File: config.mk
export PLATFORM = sky130hd
export DESIGN_NAME = fpx_trap_ctrl
export DESIGN_NICKNAME = d
export VERILOG_FILES = /design/src/rtl/fpx_pkg.sv /design/src/rtl/fpx_operand_screen.sv /design/src/rtl/fpx_exc_policy.sv /design/src/rtl/fpx_trap_ctrl.sv
export SDC_FILE = /design/constraint.sdc
export NUM_CORES = 1
export LEC_CHECK = 0
export ABC_AREA = 0
export BUFFER_PORTS_ARGS = -buffer_cell sky130_fd_sc_hd__buf_2
export CAP_MARGIN = 20
export CORE_MARGIN = 5
export CORE_UTILIZATION = 33
export DETAILED_ROUTE_END_ITERATION = 7
export PLACE_DENSITY_LB_ADDON = 0.3
export SLEW_MARGIN = 25
export SYNTH_ARGS = -nofsm -noshare
export SYNTH_HDL_FRONTEND = slang
export SYNTH_HIERARCHICAL = 1
export SYNTH_SLANG_ARGS = --single-unit
export TNS_END_PERCENT = 10
File: constraint.sdc
create_clock -name clk_i -period 1.8 [get_ports clk_i]
set_clock_uncertainty 0.1 [all_clocks]
set_input_delay 0.09 -clock clk_i [delete_from_list [all_inputs] [get_ports clk_i]]
set_output_delay 0.09 -clock clk_i [all_outputs]
set_load 0.05 [all_outputs]
File: src/rtl/fpx_pkg.sv
package fpx_pkg;
    localparam int EXC_W    = 6;
    localparam int SUM_W    = EXC_W + 1;
    localparam int BIT_INV  = 0;
    localparam int BIT_DZE  = 1;
    localparam int BIT_OVF  = 2;
    localparam int BIT_UNF  = 3;
    localparam int BIT_INE  = 4;
    localparam int BIT_IOV  = 5;
    localparam int BIT_SWC  = EXC_W;

    typedef enum logic [1:0] {
        SCR_OFF   = 2'd0,
        SCR_ARITH = 2'd1,
        SCR_CMP   = 2'd2,
        SCR_SOFT  = 2'd3
    } scr_mode_e;
endpackage

File: src/rtl/fpx_operand_screen.sv
module fpx_operand_screen #(
    parameter int DATA_W = 64,
    parameter int EXP_W  = 11,
    parameter int FRAC_W = 52
) (
    input  logic [DATA_W-2:0]      mag_i,
    input  fpx_pkg::scr_mode_e     mode_i,
    input  logic                   flush_i,
    output logic                   trap_o,
    output logic                   log_inv_o
);
    logic [EXP_W-1:0] exp_f;
    logic             exp_zero;
    logic             exp_ones;
    logic             frac_nz;

    always_comb begin
        exp_f    = mag_i[FRAC_W +: EXP_W];
        exp_zero = (exp_f == '0);
        exp_ones = (exp_f == '1);
        frac_nz  = (mag_i[FRAC_W-1:0] != '0);
        trap_o    = 1'b0;
        log_inv_o = 1'b0;
        unique case (mode_i)
            fpx_pkg::SCR_ARITH: begin
                trap_o    = (exp_zero && frac_nz) || exp_ones;
                log_inv_o = exp_ones;
            end
            fpx_pkg::SCR_CMP: begin
                trap_o    = (exp_zero || exp_ones) && frac_nz;
                log_inv_o = exp_ones && frac_nz;
            end
            fpx_pkg::SCR_SOFT: begin
                trap_o    = exp_zero && frac_nz && !flush_i;
            end
            default: ;
        endcase
    end
endmodule

File: src/rtl/fpx_exc_policy.sv
module fpx_exc_policy
    import fpx_pkg::*;
(
    input  logic [EXC_W-1:0] exc_i,
    input  logic [EXC_W-1:0] ignore_i,
    input  logic [EXC_W-1:0] enable_i,
    input  logic             soft_i,
    output logic [EXC_W-1:0] log_o,
    output logic             trap_o,
    output logic [SUM_W-1:0] summary_o
);
    logic [EXC_W-1:0] kept;

    always_comb begin
        kept   = exc_i & ~ignore_i;
        trap_o = (kept != '0);
        if (soft_i) begin
            log_o     = kept;
            summary_o = {1'b1, kept & enable_i};
        end else begin
            log_o     = exc_i;
            summary_o = {1'b0, kept};
        end
    end
endmodule

File: src/rtl/fpx_trap_ctrl.sv
module fpx_trap_ctrl
    import fpx_pkg::*;
#(
    parameter int  NUM_REGS = 32,
    parameter int  DATA_W   = 64,
    parameter int  EXP_W    = 11,
    parameter int  FRAC_W   = 52,
    localparam int REG_W    = $clog2(NUM_REGS)
) (
    input  logic                clk_i,
    input  logic                rst_ni,
    input  logic                insn_valid_i,
    input  logic [EXC_W-1:0]    exc_vec_i,
    input  logic [EXC_W-1:0]    ignore_mask_i,
    input  logic [EXC_W-1:0]    enable_mask_i,
    input  logic                sw_complete_i,
    input  logic [REG_W-1:0]    dest_reg_i,
    input  logic [1:0]          screen_mode_i,
    input  logic                flush_denorm_i,
    input  logic [DATA_W-1:0]   src_a_i,
    input  logic [DATA_W-1:0]   src_b_i,
    input  logic                sticky_wr_i,
    input  logic [EXC_W-1:0]    sticky_wdata_i,
    output logic [EXC_W-1:0]    sticky_o,
    output logic                trap_valid_o,
    output logic [SUM_W-1:0]    trap_summary_o,
    output logic [NUM_REGS-1:0] trap_regmask_o
);
    localparam int NUM_SRC = 2;

    typedef struct packed {
        logic [EXC_W-1:0]    sticky;
        logic                trap_v;
        logic [SUM_W-1:0]    summary;
        logic [NUM_REGS-1:0] regmask;
    } state_t;

    state_t state_d, state_q;

    scr_mode_e                    mode;
    logic [NUM_SRC-1:0][DATA_W-1:0] srcs;
    logic [NUM_SRC-1:0]           scr_trap;
    logic [NUM_SRC-1:0]           scr_log;

    assign mode    = scr_mode_e'(screen_mode_i);
    assign srcs[0] = src_a_i;
    assign srcs[1] = src_b_i;

    for (genvar s = 0; s < NUM_SRC; s++) begin : g_screen
        fpx_operand_screen #(
            .DATA_W (DATA_W),
            .EXP_W  (EXP_W),
            .FRAC_W (FRAC_W)
        ) screen_i (
            .mag_i     (srcs[s][DATA_W-2:0]),
            .mode_i    (mode),
            .flush_i   (flush_denorm_i),
            .trap_o    (scr_trap[s]),
            .log_inv_o (scr_log[s])
        );
    end

    logic [EXC_W-1:0] pol_log;
    logic             pol_trap;
    logic [SUM_W-1:0] pol_summary;

    fpx_exc_policy policy_i (
        .exc_i     (exc_vec_i),
        .ignore_i  (ignore_mask_i),
        .enable_i  (enable_mask_i),
        .soft_i    (sw_complete_i),
        .log_o     (pol_log),
        .trap_o    (pol_trap),
        .summary_o (pol_summary)
    );

    logic [EXC_W-1:0] base;
    logic [EXC_W-1:0] add;

    always_comb begin
        base = sticky_wr_i ? sticky_wdata_i : state_q.sticky;
        add  = '0;
        state_d.trap_v  = 1'b0;
        state_d.summary = '0;
        state_d.regmask = '0;
        if (insn_valid_i) begin
            if (|scr_trap) begin
                state_d.trap_v            = 1'b1;
                state_d.summary[BIT_INV]  = 1'b1;
                state_d.summary[BIT_SWC]  = (mode == SCR_SOFT);
                add[BIT_INV]              = |scr_log;
            end else begin
                add = pol_log;
                if (pol_trap) begin
                    state_d.trap_v  = 1'b1;
                    state_d.summary = pol_summary;
                    state_d.regmask = NUM_REGS'(1) << dest_reg_i;
                end
            end
        end
        state_d.sticky = base | add;
    end

    always_ff @(posedge clk_i) begin
        if (!rst_ni) begin
            state_q <= '0;
        end else begin
            state_q <= state_d;
        end
    end

    assign sticky_o       = state_q.sticky;
    assign trap_valid_o   = state_q.trap_v;
    assign trap_summary_o = state_q.summary;
    assign trap_regmask_o = state_q.regmask;
endmodule

# [Yosys cells after proc, flatten, opt, wreduce, memory -nomap -nowiden]
# Cells that the tools add are included.
[totals] register_bits=46 in_bits=165 out_inout_bits=46 elab_cells=53
[classes] n_eq_ne=5 shifts=1 n_mux=13 n_bitwise=7 reduce_logical=22
[op_table] operator="52-bit nonzero test" n=2
[op_table] operator="40-bit 2-to-1 mux" n=1
[op_table] operator="1-bit by 5-bit << shifter with 32-bit output (first input constant)" n=1
[op_table] operator="11-bit equality test (second input constant)" n=2
[op_table] operator="11-bit zero test" n=2
[op_table] operator="6-bit 2-to-1 mux" n=3
[op_table] operator="6-bit bitwise AND" n=2
[op_table] operator="1-bit logical AND" n=8
[op_table] operator="7-bit 2-to-1 mux" n=1
[op_table] operator="6-bit inverter" n=1
[op_table] operator="6-bit OR" n=1
[op_table] operator="1-bit one-hot mux with 3 select lines" n=2
[op_table] operator="6-bit nonzero test" n=1
[op_table] operator="5-bit 2-to-1 mux" n=1
[op_table] operator="5-bit OR reduction" n=1
[op_table] operator="2-bit equality test (second input constant)" n=2
[op_table] operator="1-bit logical OR" n=4
[op_table] operator="1-bit one-hot mux with 2 select lines" n=2
[op_table] operator="2-bit OR reduction" n=2
[op_table] operator="1-bit inverter" n=3
[op_table] operator="2-bit by 1-bit equality test with 1-bit output (second input constant)" n=1
[op_table] operator="1-bit 2-to-1 mux" n=2
[op_table] operator="2-bit 2-to-1 mux" n=1
[op_table] operator="2-bit AND reduction" n=1
[op_table] operator="1-bit zero test" n=1

# [Logic depth before layout (Yosys ltp)]
# Gate-level depths: netlist of run 1.
[logic_depth] depth_word=8 depth_mapped=10 mapped_depth_nobuf=9

# [Modules after synthesis]
# Netlist of run 1, hierarchy kept.
[by_module_without_submodules] module="fpx_trap_ctrl" instances=1 cells_each=138 area_each_um2=1471.4 seq_area_each_um2=920.9
[by_module_without_submodules] module="fpx_operand_screen" instances=2 cells_each=41 area_each_um2=277.8 seq_area_each_um2=0.0
[by_module_without_submodules] module="fpx_exc_policy" instances=1 cells_each=30 area_each_um2=157.7 seq_area_each_um2=0.0

# [Worst setup path after synthesis of run 1]
# Ideal clock, no wire load.
[synth_timing] path_kind="in2reg" startpoint="in screen_mode_i[1]" endpoint="reg state_q (netlist bit trap_summary_o[1])" setup_time_ns=0.115 t_arrival_ns=1.584 t_required_ns=1.585 path_slack_ns=0.001 stages=9 path_buffers=1 cell_sequence="inv_1 > ha_1 > o211ai_1 > nor4_1 > a32oi_1 > o21ai_1 > nor2_4 > buf_2 > and3_1"
[synth_between] elab_chain_cells=3 word_cells_on_any_way=6 classes_between="eq/ne: 3; mux: 2; reduce/logical: 1"
[synth_rtl] element="start: declaration" line_no="fpx_trap_ctrl.sv:18" text="input logic [1:0] screen_mode_i,"
[synth_rtl] element="2-bit equality test / 2-bit by 1-bit equality test with 1-bit output (equally long branches)" line_no="fpx_operand_screen.sv:24" text="unique case (mode_i)"
[synth_rtl] element="1-bit one-hot mux with 3 select lines *" line_no="fpx_operand_screen.sv:24"
[synth_rtl] element="via scr_trap[0]" line_no="fpx_trap_ctrl.sv:42" text="logic [NUM_SRC-1:0] scr_trap;"
[synth_rtl] element="5-bit OR reduction (no source line) *"
[synth_rtl] element="end signal: assignment" line_no="fpx_trap_ctrl.sv:108" text="state_q <= state_d;"
[synth_rtl] element="end: declaration" line_no="fpx_trap_ctrl.sv:38" text="state_t state_d, state_q;"
# The timed path passes the listed nets; every way through them passes the cells marked *.
# A chain may end at the register's enable or synchronous reset.

# [Worst setup path after layout of run 1]
[layout_timing] startpoint="in screen_mode_i[0]" endpoint="reg state_q (netlist bit trap_regmask_o[25])"
# Same word-level chain as after synthesis.

==> key figures, run 1 <==
Clock tree
  – TritonCTS Buffers: 5
  – Worst skew pair latency: 0.30 ns
  – Worst-path clk slew: approximately 0.090 ns
  – Root Buffer: clkbuf_8
  – Htree depth: 2
  – Sink Count: 46
  – CTS tree: yes
  – Bufs on Longest Clock Path: 2

GRT
  – Vias in the first global route: a little under 3000
  – First-pass GRT wire length: between 10000 and 15000 microns
  – Total gr overflow: 0
  – Largest net degree at the start of global routing: 17
  – Initial antenna violation count: 0
  – GRT Overall Usage: 0.185

Timing
  – Count of final setup violators: 0
  – Tcrit/Tclk final: 0.952
  – Worst-margin pin slew: about 0.42 ns
  – Final Hold Fails: 1
  – Sum Neg Setup Slack: 0 ns
  – Max-slew violations: 0
  – Max_slew headroom: 0.714
  – Unrepaired setup endpoints after global routing: true
  – Min Tclk post-route: roughly 1.7 ns
  – Hold_ws: -0.00583 ns
  – Peak Freq: approximately 580 MHz

Floorplanning
  – Row cnt: 29
  – Width of the die: roughly 91 microns
  – Core Area: about 0.0064 sq mm
  – Initial Util: 0.342
  – IO Pins: approximately 210
  – Die Y: slightly above 90 microns
  – Die area: between 0.008 and 0.009 sq mm

Cells and area
  – Final instance area: approximately 0.0037 sq mm
  – Fill cell count: roughly 580
  – Antenna cells: 0
  – Area taken by multi-input logic gates: 0.00133 sq mm
  – FF+latch area: 921 sq um
  – Area grow syn2layout: 71.6%
  – Layout cells sized above 1: 0.569
  – Nets@finish: between 600 and 700

Worst setup path
  – Arrival time at the worst endpoint: 1.83 ns
  – Worst-path maximum fanout: 7
  – Crit end category: flop
  – Data required, critical path: 1.92 ns
  – CP max stage delay: approximately 0.30 ns
  – Cell repeated most along the worst path: buf_6
  – Crit path max-delay cell type: o31a_1
  – Cell-by-cell trace of the critical path: buf_6 -> ha_1 -> nor2b_1 -> o31a_1 -> a32oi_2 -> o21ai_2 -> buf_6 -> nor2_4 -> nand2_2 -> nor4_2
  – Crit path kind: in -> reg
  – Worst setup SP type: input pin

Synthesis
  – Syn nets: roughly 420
  – Synth warn: 6
  – Post-synthesis cell type count: 39
  – Sequential fraction of the synthesis area: 0.422
  – Synth Flop Type: dfxtp_1
  – Compound-cell area share of the yosys netlist: 0.108
  – Synth Area in XOR/XNOR: 0
  – Adder-Cell Fraction of Synth Area: 0.0458
  – Main combinational cell family by area after synthesis: simple AND/OR/NAND/NOR gates
  – Top-area cell type share of the netlist area: 0.422
  – Post-synth ARST share: 0
  – EDFF count, synth: 0
  – Post-synthesis cell area: approximately 0.0022 sq mm
  – Largest cells by area after synthesis: dfxtp_1 (42%), nor4_1 (9.5%), nor2_1 (5.0%)
  – Avg Cell Area, Syn: about 8.7 sq um
  – Flops & latches, synth: 46
  – Mux cell area share after synthesis: 0.0229
  – Post-Synth Simple-Gate Area: 0.337
  – Post-synth top area cell: dfxtp_1
  – Synth Instances: between 200 and 300

Run status
  – Violated checks: hold timing
  – Outcome: finished, violations left

Detailed routing
  – DRC viols: 0
  – Number of vias per cell: between 4 and 5
  – Antenna-violating nets left: 0
  – DRT Pass-1 Iters: 4
  – DRT iter0 DRCs: 54
  – WL/cell: roughly 15 microns
  – Via Count: 2750
  – Final WL: just over 8000 microns

Pwr
  – PD cells: about 580 mW/mm^2
  – Pwr Total: approximately 2.2 mW
  – Worst vdd ir: 0.496 mV
  – Pleak: 1.88 nW

Placement
  – RePlAce Congestion: 0.817
  – Dpl hpwl: between 6000 and 7000 microns
  – IO buf count: between 200 and 250
  – Placed inst area: approximately 0.0033 sq mm

Flow run
  – Max cap viols: 0

Hold path
  – HP Class: in -> reg
-- per-stage QoR --
step | setup slack [ns] | util | cells
2_1_floorplan | 0.000899 | - | 250
3_3_place_gp | -0.389 | 0.520 | 533
3_5_place_dp | -0.489 | 0.520 | 533
4_1_cts | -0.0582 | 0.546 | 548
5_1_grt | -0.0307 | 0.587 | 553
6_report | 0.0860 | 0.587 | 553
-- registers in the layout, indices dropped and copies added (netlist names) --
signal          count
trap_regmask_o     32
trap_valid_o        1
trap_summary_o      7
sticky_o            6
-- what timing repair did --
item | in CTS | in global routing
hold endpoints to repair | 6 | 1
endpoints found under the setup margin | 39 | 46
setup buffers | 2 | 4
gates resized for setup | 2 | 45
pin swaps | 1 | 20
cloned | 1 | 0
hold buffers | 4 | 1
-- cells in the mapped netlist (2+ instances only) --
library cell / instances
nand4_1: 11
a21oi_1: 8
nor2b_1: 4
nor4_1: 33
and3_1: 7
buf_1: 3
nand2_1: 14
o21ai_1: 2
o31ai_1: 2
o22ai_1: 3
a21boi_0: 5
buf_6: 2
a32oi_1: 2
mux2i_1: 5
o211ai_1: 3
nand4b_1: 2
dfxtp_1: 46
nand3_1: 5
nand2b_1: 3
o31a_1: 2
inv_2: 2
clkbuf_1: 2
nor4_2: 7
a211oi_1: 6
nor3_1: 2
ha_1: 8
nor2_1: 29
buf_2: 2
inv_1: 20
-- cell usage in the layout, fill, tap and decap left out, types with 5 or more instances in the layout --
master,n
a211oi_1,6
a21oi_1,8
and3_1,6
buf_2,206
buf_4,11
clkbuf_8,6
dfxtp_1,46
dlygate4sd3_1,5
ha_1,5
inv_1,18
mux2i_1,5
nand2_1,14
nand4_1,11
nor2_1,29
nor4_1,20
nor4_2,16
-- power breakdown --
group / switching (mW) / total [mW] / internal [mW]
Clock: 0.355 / 0.664 / 0.309
Combinational: 0.263 / 0.483 / 0.220
Sequential: 0.00839 / 1.05 / 1.04
-- cell families after synthesis --
| logic type | count (synthesis) |
|---|---|
| compound gates | 35 |
| fa+ha+maj | 8 |
| flops | 46 |
| buf+inv | 32 |
| mux | 5 |
| simple gates | 124 |
-- layer usage --
| layer | global-route usage | share of wire | up-vias |
|---|---|---|---|
| li1 | - | - | 1366 |
| met3 | 0.0281 | 0.063 | 15 |
| met2 | 0.366 | 0.57 | 114 |
| met5 | 0 | 0 | - |
| met1 | 0.192 | 0.34 | 1255 |
| met4 | 0.0721 | 0.023 | 0 |
-- critical path: cells and delay by family --
kind                     cells  cell delay (ns)
adder cells (fa/ha/maj)      1             0.18
AND/OR/NAND/NOR              4             0.71
AO/OA/AOI/OAI                3             0.60
buffers and inverters        2             0.26
-- path summary, 6_finish.rpt --
check,end,depth (start not counted),slack [ns],startpoint
hold / removal,trap_summary_o[6]$_SDFF_PN0_,3,-0.006,screen_mode_i[0]
setup reg to reg,sticky_o[3]$_SDFF_PN0_,2,0.99,sticky_o[3]$_SDFF_PN0_
setup / recovery,trap_regmask_o[25]$_SDFF_PP0_,10,0.09,screen_mode_i[0]
hold reg to reg,sticky_o[0]$_SDFF_PN0_,2,0.43,sticky_o[0]$_SDFF_PN0_
-- final cells by class --
class                      instances  share of cell area
multi-input combinational        173               0.355
timing repair buffer             227               0.326
inverter                          22              0.0220
sequential                        46               0.246
clock buffer                       6              0.0220
clock inverter                     2             0.00334
tap                               77              0.0257
Power figures use the tool's default switching activity.
==> inputs of run 2 (changes only) <==
--- a/config.mk
+++ b/config.mk
@@ -9,12 +9,12 @@
 export BUFFER_PORTS_ARGS = -buffer_cell sky130_fd_sc_hd__buf_2
 export CAP_MARGIN = 20
 export CORE_MARGIN = 5
-export CORE_UTILIZATION = 33
+export CORE_UTILIZATION = 34
+export CTS_CLUSTER_SIZE = 16
 export DETAILED_ROUTE_END_ITERATION = 7
 export PLACE_DENSITY_LB_ADDON = 0.3
 export SLEW_MARGIN = 25
 export SYNTH_ARGS = -nofsm -noshare
 export SYNTH_HDL_FRONTEND = slang
-export SYNTH_HIERARCHICAL = 1
 export SYNTH_SLANG_ARGS = --single-unit
 export TNS_END_PERCENT = 10
==> run 2 against run 1 <==
Net effect: the run now ends clean; maximum frequency shrank 1.1%; design area grew 2.1%; global-route usage is 1.0 points higher; area after synthesis grew 6.8%; largest power group unchanged; highest routed layer unchanged.
==> key figures, run 2 <==
Run status
  – Outcome: finished, final reports clean

Floorplanning
  – Row cnt: 30 (+3.4%)
  – Die area: 0.00862 sq mm (+3.2%)
  – Width of the die: 92.8 microns (+1.6%)
  – IO Pins: 211 (unchanged)
  – Initial Util: 0.347 (+0.00503)
  – Core Area: 0.00672 sq mm (+5.2%)
  – Die Y: 92.8 microns (+1.6%)

Hold path
  – HP Start: enable_mask_i[3]
  – HP Class: in -> reg

Worst setup path
  – Crit path from: src_a_i[35]
  – Worst-path maximum fanout: 7 (unchanged)
  – Crit path kind: in -> reg
  – Crit end category: flop
  – Data required, critical path: 1.94 ns (+0.02 ns)
  – Worst setup SP type: input pin
  – Reg2reg start: sticky_o[0]$_SDFF_PN0_
  – Arrival time at the worst endpoint: 1.87 ns (+0.04 ns)

Cells and area
  – Layout cells sized above 1: 0.580 (+0.0107)
  – Antenna cells: 0 (unchanged)
  – Commonest non-fill, non-tap cell in the layout: buf_2
  – Area taken by multi-input logic gates: 0.00143 sq mm (+7.3%)
  – Final Util: 0.570 (-0.0172)
  – Final instance area: 0.00383 sq mm (+2.1%)
  – FF+latch area: 921 sq um (unchanged)
  – Max reg flops: 32 (unchanged)
  – Most frequent cells in the layout: buf_2 (208), dfxtp_1 (46), nand3_1 (39)
  – Nets@finish: 649 (+0.15%)
  – Area grow syn2layout: 64.2%
  – Fill cell count: 604 (+3.4%)

Detailed routing
  – Via Count: 2952 (+7.3%)
  – Final WL: 8880 microns (+7.7%)
  – Met2 WL: 4660 microns (-1.4%)
  – DRT iter0 DRCs: 159 (+190%)
  – DRT Pass-1 Iters: 4 (unchanged)
  – DRC viols: 0 (unchanged)
  – Total length of routed met3 wires: 631 microns (+22%)
  – Antenna-violating nets left: 0 (unchanged)
  – WL/cell: 15.8 microns (+6.1%)
  – Met1 wire length: 3500 microns (+24%)
  – Top sig layer: met4
  – Number of vias per cell: 5.26 (+5.8%)

Synthesis
  – Avg Cell Area, Syn: 8.97 sq um (+2.7%)
  – EDFF count, synth: 0 (unchanged)
  – Largest cells by area after synthesis: dfxtp_1 (39%), nor3_2 (8.6%), nand3_1 (8.4%)
  – Post-synthesis cell type count: 37 (-5.1%)
  – Syn nets: 429 (+1.4%)
  – Post-synth ARST share: 0 (unchanged)
  – Top cells by count, synth: dfxtp_1 (46), nand3_1 (39), nor4_1 (31), nor3_1 (21), nor3_2 (20)
  – Flops & latches, synth: 46 (unchanged)
  – Post-synthesis cell area: 0.00233 sq mm (+6.8%)
  – Synth Instances: 260 (+4.0%)
  – Sequential fraction of the synthesis area: 0.395 (-0.0267)
  – Post-synth top area cell: dfxtp_1
  – Synth warn: 0 (-6)
  – Synth Flop Type: dfxtp_1
  – Cell with the most instances after synthesis: dfxtp_1
  – Top-area cell type share of the netlist area: 0.395 (-0.0267)

GRT
  – Total gr overflow: 0 (unchanged)
  – Initial antenna violation count: 0 (unchanged)
  – First-pass GRT wire length: 13700 microns (+6.0%)
  – GRT Overall Usage: 0.196 (+0.0102)
  – Largest net degree at the start of global routing: 40 (+23)
  – Vias in the first global route: 2933 (+0.38%)

Clock tree
  – Htree depth: 2 (unchanged)
  – CTS tree: yes
  – Worst-path clk slew: 0.09 ns (about the same)
  – Sink Count: 46 (unchanged)
  – Worst skew pair latency: 0.29 ns (about the same)
  – TritonCTS Buffers: 5 (unchanged)
  – Bufs on Longest Clock Path: 2 (unchanged)
  – Root Buffer: clkbuf_8

Timing
  – Worst-margin pin slew: 0.621 ns (+0.197 ns)
  – Count of final setup violators: 0 (unchanged)
  – Min Tclk post-route: 1.73 ns (+0.0198 ns)
  – Final Hold Fails: 0 (-1)
  – Max_slew headroom: 0.585 (-0.130)
  – Peak Freq: 577 MHz (-1.1%)
  – Tcrit/Tclk final: 0.963 (+0.0110)
  – Max-slew violations: 0 (unchanged)

Placement
  – Dpl hpwl: 7230 microns (+5.4%)
  – IO buf count: 208 (unchanged)
  – RePlAce Congestion: 0.825 (+0.99%)
  – Placed inst area: 0.00357 sq mm (+7.6%)

Flow run
  – Max cap viols: 0 (unchanged)

Pwr
  – Pleak: 1.74 nW (-7.8%)
  – Worst vdd ir: 0.315 mV (-36%)
  – PD cells: 609 mW/mm^2 (+4.1%)
## run 2: path summary, 6_finish.rpt
path | to | slack (ns) | cells after the start
setup / recovery | sticky_o[2]$_SDFF_PN0_ | 0.07 | 7
hold / removal | trap_summary_o[3]$_SDFF_PP0_ | 0.006 | 3
setup reg to reg | sticky_o[0]$_SDFF_PN0_ | 0.79 | 3
hold reg to reg | sticky_o[5]$_SDFF_PN0_ | 0.50 | 2
## run 2: per-stage QoR
| stage | setup slack (ns) | hold WS [ns] | instances | total power [mW] | TNS, ns |
|---|---|---|---|---|---|
| 2_1_floorplan | 0.00760 | 0.116 | 260 | 1.29 | 0 |
| 3_3_place_gp | -0.237 | 0.276 | 547 | 1.54 | -9.74 |
| 3_5_place_dp | -0.294 | 0.287 | 547 | 1.56 | -11.00 |
| 4_1_cts | 0.0114 | 0.0109 | 560 | 2.32 | 0 |
| 5_1_grt | -0.00327 | 0.00131 | 561 | 2.43 | -0.00327 |
| 6_report | 0.0662 | 0.00624 | 561 | 2.33 | 0 |
## run 2: power by group
| part | total (mW) | switching, mW | internal, mW |
|---|---|---|---|
| registers | 1.05 | 0.00828 | 1.04 |
| clock network | 0.771 | 0.355 | 0.416 |
| logic | 0.512 | 0.284 | 0.227 |
| total | 2.33 | 0.648 | 1.68 |
## run 2: critical path, cell delays in order
cell,delay [ns]
buf_2,0.10
nor4_2,0.26
nand3_1,0.14
or4_4,0.56
a2bb2oi_4,0.20
a21o_1,0.30
a32o_1,0.21
## run 2: cell families (layout without fill, tap and decap cells)
family          count (synthesis)  in the layout  share of synthesized area
compound gates                 28             28                     0.0982
fa+ha+maj                       4              4                     0.0215
flops                          46             46                      0.395
simple gates                  154            154                      0.408
mux                             7              7                     0.0333
buf+inv                        21            242                     0.0440
## run 2: final cells by class
| class | instances | share of cell area |
|---|---|---|
| Clock buffer | 5 | 0.0180 |
| Clock inverter | 3 | 0.0114 |
| Inverter | 5 | 0.00490 |
| Multi-Input combinational cell | 193 | 0.373 |
| Sequential cell | 46 | 0.241 |
| Tap cell | 80 | 0.0261 |
| Timing Repair Buffer | 229 | 0.326 |
## run 2: timing repair
item | 4_1_cts | 5_1_grt
hold endpoints to repair | 4 | 0
endpoints found under the setup margin | 1 | 43
hold buffers | 5 | 0
setup buffers | 0 | 1
resized for setup | 0 | 13
cloned | 0 | 0
pin swaps | 1 | 7
## run 2: metal layers
metal	up-vias	GRT usage
li1	1438	-
met2	129	0.356
met4	0	0.0427
met1	1374	0.236
met3	11	0.0390
met5	-	0
==> inputs of run 3 (changes only) <==
--- a/config.mk
+++ b/config.mk
@@ -9,7 +9,8 @@
 export BUFFER_PORTS_ARGS = -buffer_cell sky130_fd_sc_hd__buf_2
 export CAP_MARGIN = 20
 export CORE_MARGIN = 5
-export CORE_UTILIZATION = 34
+export CORE_UTILIZATION = 35
+export CTS_BUF_LIST = sky130_fd_sc_hd__clkbuf_4
 export CTS_CLUSTER_SIZE = 16
 export DETAILED_ROUTE_END_ITERATION = 7
 export PLACE_DENSITY_LB_ADDON = 0.3
==> run 3 against run 2 <==
Net effect: global-route usage rose by 1.0 points; wire length fell by 0.21%; cell count rose by 1.4%; clock power fell by 35%; hold slack improved by 0.029 ns; die area fell by 2.5%; non-clock buffer count rose by 11; sequential cell count did not move; utilization rose by 2.2 points; critical endpoint is now trap_summary_o[0]$_SDFF_PN0_.
==> key figures, run 3 (synthesis gave the netlist of run 2 again) <==
Timing
  – Max_slew headroom: 0.580 (-0.00532)
  – Final Hold Fails: 0 (unchanged)
  – Worst-margin pin slew: 0.629 ns (+0.00796 ns)
  – Unrepaired setup endpoints after global routing: false
  – Min Tclk post-route: 1.68 ns (-0.0577 ns)
  – Count of final setup violators: 0 (unchanged)
  – Max-slew violations: 0 (unchanged)
  – Peak Freq: 597 MHz (+3.4%)
  – Sum Neg Setup Slack: 0 ns (unchanged)
  – Tcrit/Tclk final: 0.931 (-0.0321)

Detailed routing
  – Final WL: 8860 microns (-0.21%)
  – DRT iter0 DRCs: 137 (-14%)
  – Via Count: 2987 (+1.2%)
  – DRT Pass-1 Iters: 4 (unchanged)
  – Antenna-violating nets left: 0 (unchanged)
  – WL/cell: 15.6 microns (-1.6%)
  – DRC viols: 0 (unchanged)
  – Number of vias per cell: 5.25 (-0.24%)

Cells and area
  – Layout cells sized above 1: 0.543 (-0.0374)
  – Commonest non-fill, non-tap cell in the layout: buf_2
  – Final Util: 0.592 (+0.0218)
  – Nets@finish: 660 (+1.7%)
  – Post-Layout Cell Count: 569 (+1.4%)
  – Most frequent cells in the layout: buf_2 (208), dfxtp_1 (46), nand3_1 (39)
  – Antenna cells: 0 (unchanged)
  – Area grow syn2layout: 62.9%
  – Max reg flops: 32 (unchanged)
  – Fill cell count: 565 (-6.5%)
  – Final instance area: 0.00380 sq mm (-0.75%)

Worst setup path
  – Arrival time at the worst endpoint: 1.81 ns (-0.06 ns)
  – Cell repeated most along the worst path: dlygate4sd3_1
  – Crit path max-delay cell type: dlygate4sd3_1
  – Crit path kind: in -> reg
  – Cell-by-cell trace of the critical path: dlygate4sd3_1 -> buf_2 -> inv_1 -> o211ai_1 -> dlygate4sd3_1 -> a21oi_1
  – Reg2reg start: sticky_o[0]$_SDFF_PN0_
  – Worst setup SP type: input pin
  – CP max stage delay: 0.58 ns (+0.02 ns)
  – R2r setup slk: 0.73 ns (-0.06 ns)
  – Worst-path maximum fanout: 8 (+1)
  – Crit end category: flop
  – Data required, critical path: 1.93 ns (about the same)
  – CP top delay family: buffers and inverters
  – Bufs and invs on worst path: 4 (+3)
  – Crit path from: sw_complete_i

Hold path
  – HP Class: in -> reg
  – HP Start: sticky_wdata_i[0]

Floorplanning
  – Die area: 0.00840 sq mm (-2.5%)
  – Core Area: 0.00642 sq mm (-4.4%)
  – Initial Util: 0.363 (+0.0160)
  – IO Pins: 211 (unchanged)
  – Row cnt: 29 (-3.3%)
  – Width of the die: 91.6 microns (-1.3%)
  – Die Y: 91.6 microns (-1.3%)

GRT
  – First-pass GRT wire length: 14200 microns (+3.9%)
  – GRT Overall Usage: 0.206 (+0.0105)
  – Vias in the first global route: 3028 (+3.2%)
  – Largest net degree at the start of global routing: 34 (-15%)
  – Total gr overflow: 0 (unchanged)
  – Initial antenna violation count: 0 (unchanged)

Run status
  – Outcome: finished, final reports clean

Clock tree
  – TritonCTS Buffers: 5 (unchanged)
  – Post-CTS Repair Setup Buffers: 0 (unchanged)
  – Htree depth: 2 (unchanged)
  – Sink Count: 46 (unchanged)
  – Worst-path clk slew: 0.13 ns (+0.04 ns)
  – Root Buffer: clkbuf_4
  – Worst skew pair latency: 0.35 ns (+0.06 ns)
  – CTS tree: yes
  – Bufs on Longest Clock Path: 2 (unchanged)

Flow run
  – Max cap viols: 0 (unchanged)

Pwr
  – Pleak: 1.73 nW (-0.32%)
  – Pwr Total: 2.06 mW (-12%)
  – Worst vdd ir: 0.258 mV (-18%)
  – PD cells: 542 mW/mm^2 (-11%)

Placement
  – Placed Instances: 542 (-0.91%)
  – IO buf count: 208 (unchanged)
  – Placed inst area: 0.00354 sq mm (-0.88%)
  – Dpl hpwl: 7310 microns (+1.1%)
  – RePlAce Congestion: 0.868 (+5.3%)
## run 3: cell types whose count changed in the layout (fill, tap and decap cells not counted), sizes merged
cell	delta
buf	-3
inv	-1
clkinv	+1
bufinv	-1
clkbuf	+1
dlygate4sd3	+14
## run 3: metal layers
metal | part of all wire | track usage
met1 | 0.39 | 0.238
met2 | 0.52 | 0.379
met3 | 0.068 | 0.0434
met4 | 0.019 | 0.0616
met5 | 0 | 0
## run 3: report_power, final
group / internal [mW] / leakage [nW] / switching [mW]
clock: 0.169 / 0.0356 / 0.330
sequential: 1.04 / 0.373 / 0.00930
combinational: 0.240 / 1.32 / 0.273
## run 3: timing repair
item                       CTS  global route
setup endpoints to repair    0             6
hold buffers                19             0
gates resized for setup      0             2
hold endpoints to repair    14             0
## run 3: final timing paths
check / to / depth (start not counted)
max: trap_summary_o[0]$_SDFF_PN0_ / 6
min: sticky_o[0]$_SDFF_PN0_ / 4
max reg2reg: sticky_o[0]$_SDFF_PN0_ / 3
min reg2reg: sticky_o[3]$_SDFF_PN0_ / 2
## run 3: tightest hold or removal path, cell delays in order
cell	delay, ns
buf_2	0.10
mux2_2	0.15
a32oi_1	0.05
nand3_1	0.08
## run 3: metrics by stage
step                setup WS [ns]  hold WS [ns]
floorplan                 0.00760         0.116
global placement           -0.206         0.291
detailed placement         -0.264         0.294
CTS                         0.116        0.0229
global route               0.0336        0.0268
finish                      0.124        0.0347
## run 3: final cells by class
class | count | area [sq um] | share of cell area
Clock buffer | 6 | 45.0 | 0.0119
Clock inverter | 2 | 13.8 | 0.00362
Inverter | 5 | 18.8 | 0.00494
Multi-Input combinational cell | 193 | 1350 | 0.356
Sequential cell | 46 | 921 | 0.242
Tap cell | 77 | 96.3 | 0.0254
Timing Repair Buffer | 240 | 1350 | 0.356
